`config.mk`:
```
export PLATFORM = sky130hd
export DESIGN_NAME = rx_ring_wb
export DESIGN_NICKNAME = d
export VERILOG_FILES = /design/src/rtl/rx_ring_wb.sv
export SDC_FILE = /design/constraint.sdc
export NUM_CORES = 1
export LEC_CHECK = 0
export ABC_AREA = 1
export CORE_ASPECT_RATIO = 1.75
export CORE_MARGIN = 8
export CORE_UTILIZATION = 40
export DETAILED_ROUTE_END_ITERATION = 12
export GPL_TIMING_DRIVEN = 0
export PLACE_DENSITY = 0.6
export REMOVE_ABC_BUFFERS = 1
export SYNTH_ARGS = -nofsm -noshare
export SYNTH_HDL_FRONTEND = slang
export SYNTH_SLANG_ARGS = --single-unit
```
`constraint.sdc`:
```
create_clock -name clk -period 4.4 [get_ports clk]
set_input_delay 0.88 -clock clk [delete_from_list [all_inputs] [get_ports clk]]
set_output_delay 0.88 -clock clk [all_outputs]
set_load 0.005 [all_outputs]
```
`src/rtl/rx_ring_wb.sv`:
```
module rx_ring_wb (
  input  logic        clk,
  input  logic        rst_n,
  input  logic        cfg_we,
  input  logic [2:0]  cfg_addr,
  input  logic [31:0] cfg_wdata,
  output logic [31:0] cfg_rdata,
  input  logic        frm_start,
  input  logic [15:0] frm_len,
  input  logic        frm_valid,
  output logic        frm_ready,
  input  logic [31:0] frm_data,
  output logic        mem_req,
  output logic        mem_we,
  output logic [63:0] mem_addr,
  output logic [31:0] mem_wdata,
  input  logic        mem_ack,
  input  logic [31:0] mem_rdata,
  output logic        ev_overrun,
  output logic        ev_done,
  output logic        busy
);
  localparam logic [2:0] A_BLO = 3'd0, A_BHI = 3'd1, A_LEN = 3'd2,
                         A_HEAD = 3'd3, A_TAIL = 3'd4, A_CTL = 3'd5;

  typedef enum logic [2:0] {S_IDLE, S_CHECK, S_RD0, S_RD1, S_DATA, S_WLEN, S_WSTAT, S_DROP} st_t;
  st_t st;

  logic [63:0] base, buf_addr;
  logic [19:0] rlen;
  logic [15:0] head, tail, rem, len_q, bsize, chunk, head_nxt;
  logic [3:0]  ctl;
  logic [13:0] wcnt, nwords;
  logic [14:0] dcnt;
  logic        last;

  function automatic logic [14:0] words_of(input logic [15:0] n);
    logic [16:0] t;
    t = {1'b0, n} + 17'd3;
    return t[16:2];
  endfunction

  always_comb begin
    case (ctl[3:1])
      3'd0: bsize = 16'd2048;
      3'd1: bsize = 16'd1024;
      3'd2: bsize = 16'd512;
      3'd3: bsize = 16'd256;
      3'd5: bsize = 16'd16384;
      3'd6: bsize = 16'd8192;
      3'd7: bsize = 16'd4096;
      default: bsize = 16'd0;
    endcase
  end

  assign chunk    = (rem > bsize) ? bsize : rem;
  assign nwords   = words_of(chunk)[13:0];
  assign head_nxt = (head + 16'd1 == rlen[19:4]) ? 16'd0 : head + 16'd1;

  wire [63:0] desc_addr = base + {44'd0, head, 4'd0};

  assign busy      = (st != S_IDLE);
  assign mem_we    = (st == S_DATA) || (st == S_WLEN) || (st == S_WSTAT);
  assign mem_req   = (st == S_RD0) || (st == S_RD1) || (st == S_WLEN) || (st == S_WSTAT) ||
                     ((st == S_DATA) && frm_valid);
  assign frm_ready = ((st == S_DATA) && mem_ack) || ((st == S_DROP) && (dcnt != 15'd0));

  always_comb begin
    case (st)
      S_RD1:   mem_addr = desc_addr + 64'd4;
      S_DATA:  mem_addr = buf_addr + {48'd0, wcnt, 2'b00};
      S_WLEN:  mem_addr = desc_addr + 64'd8;
      S_WSTAT: mem_addr = desc_addr + 64'd12;
      default: mem_addr = desc_addr;
    endcase
    case (st)
      S_DATA:  mem_wdata = frm_data;
      S_WLEN:  mem_wdata = {16'd0, len_q + (last ? 16'd4 : 16'd0)};
      S_WSTAT: mem_wdata = {29'd0, 1'b1, last, 1'b1};
      default: mem_wdata = 32'd0;
    endcase
    case (cfg_addr)
      A_BLO:   cfg_rdata = base[31:0];
      A_BHI:   cfg_rdata = base[63:32];
      A_LEN:   cfg_rdata = {12'd0, rlen};
      A_HEAD:  cfg_rdata = {16'd0, head};
      A_TAIL:  cfg_rdata = {16'd0, tail};
      A_CTL:   cfg_rdata = {28'd0, ctl};
      default: cfg_rdata = 32'd0;
    endcase
  end

  always_ff @(posedge clk) begin
    if (!rst_n) begin
      st <= S_IDLE; base <= '0; buf_addr <= '0; rlen <= '0; head <= '0; tail <= '0;
      ctl <= '0; rem <= '0; len_q <= '0; wcnt <= '0; dcnt <= '0; last <= 1'b0;
      ev_overrun <= 1'b0; ev_done <= 1'b0;
    end else begin
      ev_overrun <= 1'b0;
      ev_done    <= 1'b0;
      case (st)
        S_IDLE: if (frm_start) begin
          rem <= frm_len;
          if (!ctl[0] || bsize == 16'd0) begin
            dcnt <= words_of(frm_len);
            st   <= S_DROP;
          end else st <= S_CHECK;
        end
        S_CHECK:
          if (rem == 16'd0) st <= S_IDLE;
          else if (head == tail) begin
            ev_overrun <= 1'b1;
            dcnt       <= words_of(rem);
            st         <= S_DROP;
          end else st <= S_RD0;
        S_RD0: if (mem_ack) begin buf_addr[31:0] <= mem_rdata; st <= S_RD1; end
        S_RD1: if (mem_ack) begin buf_addr[63:32] <= mem_rdata; wcnt <= '0; st <= S_DATA; end
        S_DATA: if (mem_ack) begin
          if (wcnt == nwords - 14'd1) begin
            len_q <= chunk;
            last  <= (rem == chunk);
            rem   <= rem - chunk;
            st    <= S_WLEN;
          end else wcnt <= wcnt + 14'd1;
        end
        S_WLEN:  if (mem_ack) st <= S_WSTAT;
        S_WSTAT: if (mem_ack) begin head <= head_nxt; ev_done <= last; st <= S_CHECK; end
        S_DROP:
          if (dcnt == 15'd0) st <= S_IDLE;
          else if (frm_valid) dcnt <= dcnt - 15'd1;
        default: st <= S_IDLE;
      endcase
      if (cfg_we) begin
        case (cfg_addr)
          A_BLO:  base[31:0]  <= cfg_wdata;
          A_BHI:  base[63:32] <= cfg_wdata;
          A_LEN:  rlen <= cfg_wdata[19:0] & 20'hFFF80;
          A_HEAD: head <= cfg_wdata[15:0];
          A_TAIL: tail <= cfg_wdata[15:0];
          A_CTL:  ctl  <= cfg_wdata[3:0];
          default: ;
        endcase
      end
    end
  end

  assert_hold_req_R10: assert property (@(posedge clk) disable iff (!rst_n)
    (mem_req && !mem_ack) |=> (mem_req && $stable(mem_addr)));

  assert_len_first_R6: assert property (@(posedge clk) disable iff (!rst_n)
    (st == S_WSTAT && $past(st) != S_WSTAT) |-> ($past(st) == S_WLEN && $past(mem_ack)));

  assert_one_event_R7: assert property (@(posedge clk) disable iff (!rst_n)
    !(ev_overrun && ev_done));

  assert_head_step_R8: assert property (@(posedge clk) disable iff (!rst_n)
    (head != $past(head) && !$past(cfg_we && cfg_addr == A_HEAD)) |->
    (head == 16'd0 || head == $past(head) + 16'd1));

  assert_tail_sw_only_R11: assert property (@(posedge clk) disable iff (!rst_n)
    (tail != $past(tail)) |-> $past(cfg_we && cfg_addr == A_TAIL));

  assert_drop_quiet_R2: assert property (@(posedge clk) disable iff (!rst_n)
    (st == S_DROP) |-> !mem_req);
endmodule

```
# After elaboration in Yosys (flattened, before gate mapping)
# Cells that the tools add are included.
# word_totals
ff_bits	244
inputBits	121
out_inout_bits	134
wordCells	145
# classes
n_mux	39
bitwise_logic	2
n_reduce_logical	37
n_eq_ne	36
add_sub_neg	14
n_lt_le_gt_ge	1
# op_table
operator	n
case mux 64 bit (4 select lines)	1
case mux 32 bit (6 select lines)	1
two-way mux 16 bit	9
adder 64 x 4 -> 64 bit, second input constant	2
case mux 15 bit (7 select lines)	1
case mux 32 bit (3 select lines)	1
two-way mux 15 bit	6
adder 64 x 16 -> 64 bit	1
adder 64 x 20 -> 64 bit	1
adder 64 x 3 -> 64 bit, second input constant	1
equality test 16 bit	3
case mux 15 bit (3 select lines)	1
two-way mux 14 bit	3
two-way mux 3 bit	12
adder 16 x 2 -> 17 bit, second input constant	2
logical NOT 16 bit	2
case mux 16 bit (2 select lines)	1
case mux 14 bit (2 select lines)	1
equality test 3 bit, second input constant	9
!= test 2 bit, second input constant	12
case mux 3 bit (8 select lines)	1
equality test 3 x 2 -> 1 bit, second input constant	6
adder 16 x 1 -> 16 bit, second input constant	1
adder 16 x 2 -> 16 bit, second input constant	1
other kinds (25)	50

# Logic depth before layout (Yosys ltp)
# logic_depth
ltp_word	10
ltp_mapped	35
ltp_nobuf	33

# Worst setup path after synthesis
# Ideal clock, no wire load.
# synth_path
kind	reg-to-output
start	register head[0]
end	output port mem_addr[63]
t_required_ps	3520
path_slack_ps	394
path_stages_with_launch	24
n_path_buf	1
t_arrival_ps	3126
cell_sequence	dfxtp_1 > ha_1 > fa_1 > xor2_1 > inv_1 > nor2_1 > inv_1 > nor2_1 > inv_1 > nor2_1 > inv_1 > nor2_1 > inv_1 > o22ai_1 > inv_1 > nor2_1 > and2_1 > buf_2 > nand2_1 > nor3_1 > nand3_1 > nand2_1 > inv_1 > nand2_1
# synth_between
elab_chain_len	3
# synth_rtl
element	line_no	text
from (decl)	31	logic [15:0] head, tail, rem, len_q, bsize, chunk, head_nxt;
from (signal assigned)	138	A_HEAD: head <= cfg_wdata[15:0];
adder 64 x 20 -> 64 bit (*)	60	wire [63:0] desc_addr = base + {44'd0, head, 4'd0};
adder 64 x 4 -> 64 bit, or another cell as far along	73	S_WSTAT: mem_addr = desc_addr + 64'd12;
case mux 64 bit (4 select lines) (*)	69	case (st)
to (decl)	15	output logic [63:0] mem_addr,
# Mark *: on every way between the ends. The rest lies on a longest branch, timed or not.

# Worst setup path after layout
# layout_path
start	register base[11]
end	output port mem_addr[42]
# layout_between
elab_chain_len	3
# layout_rtl
element	line_no	text
from (decl)	29	logic [63:0] base, buf_addr;
from (signal assigned)	135	A_BLO: base[31:0] <= cfg_wdata;
adder 64 x 20 -> 64 bit (*)	60	
adder 64 x 4 -> 64 bit, or another cell as far along	73	
case mux 64 bit (4 select lines) (*)	69	
# Marked as above.

==> results by group <==
Outcome
  • Status: finished, violations left
  • Failing checks: negative setup slack

GRT
  • GRT Overall Usage: 34.4%
  • Largest net degree at the start of global routing: 129
  • GRT overflow: 0
  • Global-route wire length before repair: 165 mm
  • Vias in the first global route: 27300
  • Initial antenna violation count: 5

STA
  • Final setup viols: 51
  • Fmax: 0.191 GHz
  • Endpoints failing hold: 0
  • Max-slew headroom: 15.6%
  • Final setup TNS: -24.86 ns
  • Worst Max-Slew Pin Slew: 1.26 ns
  • Worst Skew: 0.0106 ns
  • Final WS setup: -0.839 ns
  • Tmin final: 5.24 ns
  • Max-slew violations: 0
  • Period utilisation layout: 119%
  • Hold Slack: 0.452 ns
  • Unrepaired setup endpoints after global routing: yes

Clock tree
  • CTS Buffer Depth: 3
  • TritonCTS buffer count: 27
  • Reg clk slew, reported paths: 0.07 ns
  • # hold bufs at CTS: 0
  • Clock Sink Count: 244
  • Worst-Skew Late Latency: 0.60 ns
  • Clock root buffer: clkbuf_16
  • Htree depth: 1
  • TritonCTS clock tree: done

Route
  • DR vias: 28900
  • Final WL: 115 mm
  • Post-route ant nets: 0
  • DRC violations left: 0
  • Via density: 5.87
  • 1st-pass router iterations: 5
  • Initial drt markers: 2520
  • Routed wire per std cell: 23.4 um

Power
  • Pint: 0.00669 W
  • Sequential Power Share: 21.9%
  • Leak: 13.1 nW
  • IR drop worst, VDD: 0.000319 V
  • Clock power share: 21.3%
  • Total power divided by cell area: 402 nW/um^2
  • Net Sw Frac: 48.3%
  • NetSw: 0.00625 W
  • Power share of the combinational group: 56.8%

Critical path
  • WP data arrival: 4.36 ns
  • Startpoint Class: register
  • Critical Path End Type: output port
  • Reg2reg start: ctl[3]
  • R2r endpoint: rem[15]
  • CP Launch Point: base[11]
  • CP required: 3.52 ns
  • R2R cell count: 27
  • Critical path type: reg2out
  • CP Max Fanout: 4
  • Flop2flop setup slack: 0.29 ns

Synth
  • Top cells by count, synth: nand2_1 (752), inv_1 (529), nor2_1 (473)
  • Mapped cell area: 21800 sq um
  • Synth top area share: 22.4%
  • Area leader, netlist: dfxtp_1
  • Register bit count reported by yosys: 244
  • Sequential area share after synthesis: 22.4%
  • Number of synthesized flops with an enable pin: 0
  • Ys async rst share: 0%
  • Top-count cell post-synth: nand2_1
  • Most common flop cell mapped by yosys: dfxtp_1
  • Synth top area cells: dfxtp_1 (22%), nand2_1 (13%), inv_1 (9.1%)
  • Syn. warnings: 0
  • Cell count after synthesis: 3751
  • Syn avg cell area: 5.80 sq um
  • Library cells used by synthesis: 65

Cells and area
  • Layout cell share with drive strength beyond 1: 26.4%
  • Area delta synth->final: 47.9%
  • Nets@finish: 4395
  • Final std cells w/o fill: 4929
  • Antenna cells: 0

Placed design
  • Routability cong.: 1.04
  • Cell Count Post-Placement: 4582
  • Port buffer count: 254
  • Final HPWL DP: 83.8 mm

Floorplanning
  • Core area: 54000 sq um
  • Initial Utilization: 40.3%
  • I/O pins: 255
  • Die width: 192 um
  • Die area: 62400 sq um
  • Row cnt: 113
  • Die span in y: 325 um

Worst hold path
  • Worst hold-check path type: reg2reg
  • Min-Delay Endpoint: len_q[0]
  • Worst Hold Depth: 2
  • Min-delay src: len_q[0]

Job
  • Maxcap violations: 0
metrics by stage:
stage / setup WS, ns / util [%] / total power (W) / instance area, sq um
6_report: -0.839 / 59.6 / 0.0129 / 32200
2_1_floorplan: -1.68 / - / 0.00673 / 21200
3_5_place_dp: -2.23 / 46.1 / 0.00898 / 24900
3_3_place_gp: -8.32 / 45.6 / 0.00889 / 24700
5_1_grt: -0.874 / 59.6 / 0.0137 / 32200
4_1_cts: -0.521 / 56.5 / 0.0123 / 30500
what timing repair did:
action | CTS | global route
pin swaps | 211 | 181
gates resized for setup | 939 | 313
cloned | 4 | 5
endpoints found under the setup margin | 148 | 120
setup buffers | 221 | 72
sequential cells by signal, summed over array words and instances (netlist names):
signal      count
base           64
buf_addr       64
ctl             4
dcnt           15
ev_done         1
ev_overrun      1
head           16
last            1
len_q          16
rem            16
rlen           13
st              3
tail           16
wcnt           14
worst max-delay path by stage:
stage | endpoint | slack [ns] | cells past startpoint
after CTS | mem_addr[53] | -0.52 | 21
final | mem_addr[42] | -0.84 | 18
after global routing | mem_addr[42] | -0.87 | 18
after floorplan | mem_addr[55] | -1.68 | 10
after global placement | mem_addr[23] | -8.32 | 9
after detailed placement | mem_addr[23] | -2.23 | 14
layout make-up:
| type | count | area, sq um |
|---|---|---|
| repair buffers | 553 | 5040 |
| fillers | 5120 | 21800 |
| multi-input cells | 2840 | 18100 |
| inverters | 549 | 2150 |
| repair inverters | 3 | 20.0 |
| clock buffers | 29 | 703 |
| flip-flops and latches | 244 | 4970 |
| well taps | 690 | 863 |
| clock inverters | 21 | 344 |
power groups by stage:
stage	clock network [W]	registers [W]	logic, W
2_1_floorplan	0	0.00272	0.00402
3_3_place_gp	0	0.00284	0.00605
3_5_place_dp	0	0.00283	0.00614
4_1_cts	0.00278	0.00281	0.00674
5_1_grt	0.00287	0.00285	0.00799
6_report	0.00276	0.00283	0.00735
metal layers:
layer	wire length, um	up-vias	part of all wire (%)	GRT usage, %
met4	10700	2	9.3	24.7
met1	40200	13400	35	37.3
met5	23	-	0.020	0
met2	55300	1540	48	59.4
li1	-	13500	-	-
met3	8840	536	7.7	5.33
worst max-delay path: stages, from the launching register on:
cell and delay [ns]:
dfxtp_1 0.43, ha_4 0.27, a21oi_2 0.27, o21ai_1 0.17, a21oi_1 0.28, nor2_2 0.07
nor2_2 0.14, nand2_4 0.09, buf_4 0.16, xor2_4 0.18, nor2_4 0.18, nand3_4 0.19
buf_6 0.19, nor3_4 0.27, nand3_4 0.20, o21ai_0 0.25, nand3_2 0.09, nand4_1 0.17
buf_2 0.15
cell families after synthesis:
family	synth area share, %
buffers and inverters	11.8
XOR/XNOR	3.90
AO/OA/AOI/OAI	22.0
adder cells (fa/ha/maj)	3.32
flip-flops	22.4
AND/OR/NAND/NOR	36.5
other	0.0172
cells in the final DEF (no fill, tap or decap), types with 39 or more instances in the layout:
master	n
nor3_1	59
buf_2	42
nand2_1	617
nand4_1	85
dfxtp_1	203
o22ai_1	40
nor2_2	57
o21ai_0	308
nand2_4	55
inv_1	456
buf_6	57
nor2_4	95
inv_2	65
nand3_2	39
nor2_1	342
nand2_2	87
nand3_1	222
nor4_1	44
clkdlybuf4s50_1	193
buf_4	226
o21ai_1	42
a21oi_1	287
xor2_1	54
(Power assumes the default switching activity.)
